`src/rtl/dram_page_ctrl.sv`:
```
module dram_page_ctrl #(
  parameter int ROW_W     = 4,
  parameter int COL_W     = 4,
  parameter int DATA_W    = 8,
  parameter int T_RCD     = 1,
  parameter int T_RAC     = 3,
  parameter int T_CAC     = 2,
  parameter int T_PC      = 4,
  parameter int T_RP      = 3,
  parameter int T_RC      = 6,
  parameter int T_RAS_MAX = 40
) (
  input  logic                                 clk,
  input  logic                                 rst_n,
  input  logic                                 req_valid,
  input  logic                                 req_write,
  input  logic [ROW_W+COL_W-1:0]               req_addr,
  input  logic [DATA_W-1:0]                    req_wdata,
  output logic                                 req_ready,
  output logic                                 rsp_valid,
  output logic [DATA_W-1:0]                    rsp_rdata,
  input  logic                                 ref_req,
  output logic                                 ref_gnt,
  output logic                                 mem_ras_n,
  output logic                                 mem_cas_n,
  output logic                                 mem_we_n,
  output logic                                 mem_oe_n,
  output logic [(ROW_W>COL_W?ROW_W:COL_W)-1:0] mem_addr,
  output logic [DATA_W-1:0]                    mem_dq_o,
  output logic                                 mem_dq_oe,
  input  logic [DATA_W-1:0]                    mem_dq_i
);

  localparam int MA_W    = (ROW_W > COL_W) ? ROW_W : COL_W;
  localparam int RAS_MIN = T_RC - T_RP;
  localparam int CAS_LO  = (T_CAC < 2) ? 2 : T_CAC;
  localparam int MAXT_A  = (T_RAS_MAX > T_RC) ? T_RAS_MAX : T_RC;
  localparam int MAXT_B  = (T_PC > T_RAC) ? T_PC : T_RAC;
  localparam int MAXT    = (MAXT_A > MAXT_B) ? MAXT_A : MAXT_B;
  localparam int AGE_W   = $clog2(MAXT + 2);

  typedef enum logic [2:0] {S_IDLE, S_ROW, S_RCD, S_COL, S_CAS, S_OPEN, S_REF} state_t;

  state_t             state;
  logic [ROW_W-1:0]   open_row, cur_row;
  logic [COL_W-1:0]   cur_col;
  logic               cur_write;
  logic [DATA_W-1:0]  cur_wdata;
  logic [AGE_W-1:0]   ras_age, cas_age, rp_age;

  wire [ROW_W-1:0] req_row = req_addr[ROW_W+COL_W-1:COL_W];
  wire [COL_W-1:0] req_col = req_addr[COL_W-1:0];

  wire hit        = (req_row == open_row);
  wire rp_ok      = int'(rp_age)  + 1 >= T_RP;
  wire rcd_ok     = int'(ras_age) + 1 >= T_RCD;
  wire rac_ok     = int'(ras_age) + 1 >= T_RAC;
  wire ras_min_ok = int'(ras_age) + 1 >= RAS_MIN;
  wire timeout    = int'(ras_age) + 1 >= T_RAS_MAX;
  wire pc_ok      = int'(cas_age) + 1 >= T_PC;
  wire cac_ok     = int'(cas_age) + 1 >= CAS_LO;
  wire close_now  = ras_min_ok && (ref_req || timeout);

  assign req_ready = !ref_req &&
                     ((state == S_IDLE) ||
                      (state == S_OPEN && !timeout && (hit || ras_min_ok)));

  function automatic logic [AGE_W-1:0] sat_inc(input logic [AGE_W-1:0] a);
    return (a == '1) ? a : a + 1'b1;
  endfunction

  logic [MA_W-1:0] ma;
  assign mem_addr = ma;

  always_ff @(posedge clk) begin
    if (!rst_n) begin
      state     <= S_IDLE;
      mem_ras_n <= 1'b1;
      mem_cas_n <= 1'b1;
      mem_we_n  <= 1'b1;
      mem_oe_n  <= 1'b1;
      mem_dq_oe <= 1'b0;
      mem_dq_o  <= '0;
      ma        <= '0;
      open_row  <= '0;
      cur_row   <= '0;
      cur_col   <= '0;
      cur_write <= 1'b0;
      cur_wdata <= '0;
      rsp_valid <= 1'b0;
      rsp_rdata <= '0;
      ref_gnt   <= 1'b0;
      ras_age   <= '1;
      cas_age   <= '1;
      rp_age    <= '1;
    end else begin
      ras_age   <= sat_inc(ras_age);
      cas_age   <= sat_inc(cas_age);
      rp_age    <= sat_inc(rp_age);
      rsp_valid <= 1'b0;
      case (state)
        S_IDLE: begin
          if (ref_req) begin
            if (rp_ok) begin
              ref_gnt <= 1'b1;
              state   <= S_REF;
            end
          end else if (req_valid) begin
            cur_row   <= req_row;
            cur_col   <= req_col;
            cur_write <= req_write;
            cur_wdata <= req_wdata;
            ma        <= MA_W'(req_row);
            state     <= S_ROW;
          end
        end
        S_ROW: if (rp_ok) begin
          mem_ras_n <= 1'b0;
          ras_age   <= '0;
          open_row  <= cur_row;
          state     <= S_RCD;
        end
        S_RCD: if (rcd_ok) begin
          ma        <= MA_W'(cur_col);
          mem_we_n  <= !cur_write;
          mem_dq_oe <= cur_write;
          mem_dq_o  <= cur_wdata;
          state     <= S_COL;
        end
        S_COL: if (pc_ok) begin
          mem_cas_n <= 1'b0;
          cas_age   <= '0;
          state     <= S_CAS;
        end
        S_CAS: begin
          mem_oe_n <= cur_write;
          if (cac_ok && rac_ok) begin
            mem_cas_n <= 1'b1;
            mem_oe_n  <= 1'b1;
            mem_we_n  <= 1'b1;
            mem_dq_oe <= 1'b0;
            rsp_valid <= !cur_write;
            rsp_rdata <= mem_dq_i;
            state     <= S_OPEN;
          end
        end
        S_OPEN: begin
          if (close_now) begin
            mem_ras_n <= 1'b1;
            rp_age    <= '0;
            state     <= S_IDLE;
          end else if (req_valid && req_ready) begin
            cur_row   <= req_row;
            cur_col   <= req_col;
            cur_write <= req_write;
            cur_wdata <= req_wdata;
            if (hit) begin
              ma        <= MA_W'(req_col);
              mem_we_n  <= !req_write;
              mem_dq_oe <= req_write;
              mem_dq_o  <= req_wdata;
              state     <= S_COL;
            end else begin
              mem_ras_n <= 1'b1;
              rp_age    <= '0;
              ma        <= MA_W'(req_row);
              state     <= S_ROW;
            end
          end
        end
        S_REF: if (!ref_req) begin
          ref_gnt <= 1'b0;
          rp_age  <= '0;
          state   <= S_IDLE;
        end
        default: state <= S_IDLE;
      endcase
    end
  end

  assert_cas_inside_ras_R5: assert property (@(posedge clk) disable iff (!rst_n)
    !mem_cas_n |-> !mem_ras_n);
  assert_page_spacing_R5: assert property (@(posedge clk) disable iff (!rst_n)
    $fell(mem_cas_n) |-> (int'($past(cas_age)) + 1 >= T_PC));
  assert_precharge_R4: assert property (@(posedge clk) disable iff (!rst_n)
    $fell(mem_ras_n) |-> (int'($past(rp_age)) + 1 >= T_RP));
  assert_oe_we_apart_R8: assert property (@(posedge clk) disable iff (!rst_n)
    !(!mem_oe_n && !mem_we_n));
  assert_late_oe_R8: assert property (@(posedge clk) disable iff (!rst_n)
    $fell(mem_cas_n) |-> mem_oe_n);
  assert_write_drive_R7: assert property (@(posedge clk) disable iff (!rst_n)
    mem_dq_oe |-> !mem_we_n);
  assert_grant_quiet_R10: assert property (@(posedge clk) disable iff (!rst_n)
    ref_gnt |-> (mem_ras_n && mem_cas_n));
  assert_rsp_after_cas_R11: assert property (@(posedge clk) disable iff (!rst_n)
    rsp_valid |-> $past(!mem_cas_n));

endmodule

```
`config.mk`:
```
export PLATFORM = sky130hd
export DESIGN_NAME = dram_page_ctrl
export DESIGN_NICKNAME = d
export VERILOG_FILES = /design/src/rtl/dram_page_ctrl.sv
export SDC_FILE = /design/constraint.sdc
export NUM_CORES = 1
export LEC_CHECK = 0
export BUFFER_PORTS_ARGS = -buffer_cell sky130_fd_sc_hd__clkbuf_2
export CORE_MARGIN = 2
export CORE_UTILIZATION = 51
export DETAILED_ROUTE_END_ITERATION = 16
export PLACE_DENSITY = 0.84
export SLEW_MARGIN = 10
export SYNTH_ARGS = -nofsm -noshare
export SYNTH_HDL_FRONTEND = slang
export SYNTH_SLANG_ARGS = --single-unit
```
`constraint.sdc`:
```
create_clock -name clk -period 2.23 [get_ports clk]
set_input_delay 0.1115 -clock clk [delete_from_list [all_inputs] [get_ports clk]]
set_output_delay 0.1115 -clock clk [all_outputs]
set_load 0.02 [all_outputs]
```
==> impl_results.md <==
* Run status: finished, final reports clean
* Clk slew on worst S/H paths at 80 ps
* Tcrit/Tclk final at 97.2%
* Mapped Area at 3530 um2
* Most frequent cells in the layout: 66 x dfxtp_1, 63 x nand2_1, 55 x clkbuf_2
* DR iter-0 viols at 220
* Initial Util at 52.2%
* Core box area at 6760 um2
* Worst Tran Pin Value at between 500 and 600 ps
* M1 WL at 3810 um
* R2R Path End: state[1]
* Max Root-Sink Buffers at 2
* CTS tree: done
* DR DRC count at 0
* Vias in the first global route at 3175
* Die span in y at between 80 and 90 um
* Worst-path fanout max at 6
* 1st-pass router iterations at 7
* # diodes at 0
* Largest net degree at the start of global routing at 37
* Final #Nets at ~520
* Number of synthesized flops with an enable pin at 0
* WS Path Type: register to primary output
* Largest cells by area after synthesis: dfxtp_1 39%, mux2i_1 12%, nand2_1 6.7%, o21ai_0 3.3%, nor2_1 3.1%
* VDD IR-drop max at 0.627 mV
* Dpl hpwl at 6050 um
* Worst EP required at 2120 ps
* Htree depth at 3
* Hold worst-path end: rsp_rdata[2]
* Hold-critical path depth at 3
* CTS buffer count at 9
* Placed Area at 3960 um2
* Global-route wire length before repair at 14200 um
* Num rows at 30
* Remaining Overflow, GRT at 0
* Fin Setup TNS at 0 ps
* Placer Congestion at 0.972
* Initial antenna violation count at 0
* DR top layer: met4
* Leakage at roughly 0.0019 uW
* CP Cell Sequence: ha_4 -> or2_1 -> a21boi_4 -> or3_4 -> a31o_4 -> buf_2
* Slew HR at 60.9%
* Worst-Skew Late Latency at 360 ps
* RSZ-0062 raised after global routing: false
* Synth Flop Type: dfxtp_1
* Critical R2R Launch: rp_age[0]
* Final Util at 65.0%
* Die area at between 7000 and 8000 um2
* Synth warnings at 0
* Syn_area_per_cell at 8.82 um2
* Num ports at 57
* Leading cell type in the layout, fill and taps excluded: dfxtp_1
* Met2 WL post-DR at 4470 um
* Minimum hold slack at 10.1 ps
* Minimum clock period at between 2000 and 2500 ps
* ANT nets after route at 0
* Power Total at slightly above 5000 uW
* Met3 WL post-DR at 534 um
* CTS root buffer: clkbuf_8
* Top-area cell type share of the netlist area at between 30% and 40%
* Slowest library cell on the worst path: or3_4
* Max-Cap Viols at 0
* Net Count, Synth at roughly 440
* Drt wl/cell at 15.7 um
* CTS Sinks at 69
* Drt total wl at ~9000 um
* Hold Startpoint: mem_dq_i[2]
* Final instance area at 4390 um2
* Overall routing resource usage at between 20% and 30%
* Slew Limit Fails at 0
* Yosys reg bits at 69
* CP Capture Type: primary output
* Cells after Synth at 400
* Power Density at 1180 nW/um2
* Fmax at approximately 0.46 GHz
* Crit path DAT at roughly 2100 ps
* Sequential area share after synthesis at a little under 40%
* Hold Path Class: input port to register
* Crit-path max cell delay at 380 ps
* Register-to-Register Path Depth at 7
* R2R Setup Slk at 80 ps
* Port bufs at 56
* Vias per cell at slightly below 6
* Setup violators final at 0
* Die span in x at 87.2 um
* Clk_skew at 14.0 ps
* Leading area contributor after synthesis: dfxtp_1
* Area delta synth->final at 24.5%
* Final hold vios at 0
* Share of layout cells above drive strength 1 at 25.8%
* Distinct cells, synth at 65
* Worst setup SP type: register
* Asr flop ratio synth at 0%
* Via count at about 3400
[critical path: cells and delay by family, from the launching register on]
kind / cells / cell delay (ps)
AO/OA/AOI/OAI: 2 / 410
adder cells (fa/ha/maj): 1 / 170
buffers and inverters: 1 / 160
flip-flops: 1 / 350
AND/OR/NAND/NOR: 2 / 610
[stage by stage]
stage	cells	setup WS, ps
6_report	572	63.2
3_5_place_dp	533	57.4
2_1_floorplan	400	9.23
5_1_grt	572	4.62
3_3_place_gp	533	106
4_1_cts	560	4.44
[timing repair]
action                                  4_1_cts  5_1_grt
resized for setup                             1       11
endpoints found under the hold margin        11        0
buffers inserted                              0       12
hold buffers                                 11        0
endpoints found under the setup margin        1       33
pin swaps                                     0        1
[logic make-up after synthesis]
logic type / Yosys count / synth area share [%]
AO/OA/AOI/OAI: 89 / 17.8
XOR/XNOR: 9 / 2.23
adder cells (fa/ha/maj): 7 / 2.48
buffers and inverters: 27 / 3.86
flip-flops: 69 / 39.1
multiplexers: 46 / 13.1
AND/OR/NAND/NOR: 153 / 21.3
[layer usage]
metal | up-vias | global-route usage (%)
met5 | - | 0
met4 | 0 | 9.09
met3 | 18 | 6.16
met2 | 137 | 39.3
met1 | 1596 | 29.0
li1 | 1621 | -
[layout make-up]
cell class                 instances  area (um2)
clock buffer                       9         124
clock inverter                     7        62.6
fill                             533        2360
inverter                           5        18.8
multi-input combinational        304        2060
sequential                        69        1390
tap                               80         100
timing repair buffer              98         639
[synthesized netlist by cell type, types with 7 or more instances]
cell and number:
o21ai_0 23, dfxtp_1 69, nand2_1 63, mux2i_1 44
nand3_1 11, clkbuf_1 16, a22oi_1 8, a21oi_1 9
nor2_1 29, ha_1 7, o22ai_1 9, xnor2_1 9
[flip-flops by register name (all words and copies together) (netlist names), 4 cells and up]
name / flops
rp_age: 6
open_row: 4
cur_wdata: 8
rsp_rdata: 8
mem_dq_o: 8
cur_col: 4
cur_row: 4
ras_age: 6
cas_age: 6
mem_addr: 4
[worst max-delay path by stage]
stage / start / end / slack, ps / depth (start not counted)
5_1_grt: ras_age[0] / req_ready / 5 / 6
3_5_place_dp: ras_age[0] / state[1] / 60 / 7
2_1_floorplan: ras_age[1] / cur_col[0] / 9 / 9
6_report: ras_age[0] / req_ready / 60 / 6
4_1_cts: ras_age[0] / req_ready / 4 / 6
3_3_place_gp: rp_age[0] / state[1] / 110 / 7
[where the power goes]
part           switching (uW)  total (uW)  internal, uW  leakage, uW
sequential                291        1810          1520     0.000564
clock                     541         966           426    0.0000927
combinational            1290        2400          1110      0.00124
total                    2120        5180          3050      0.00190
Note: power is estimated with default switching activity, not from simulation.
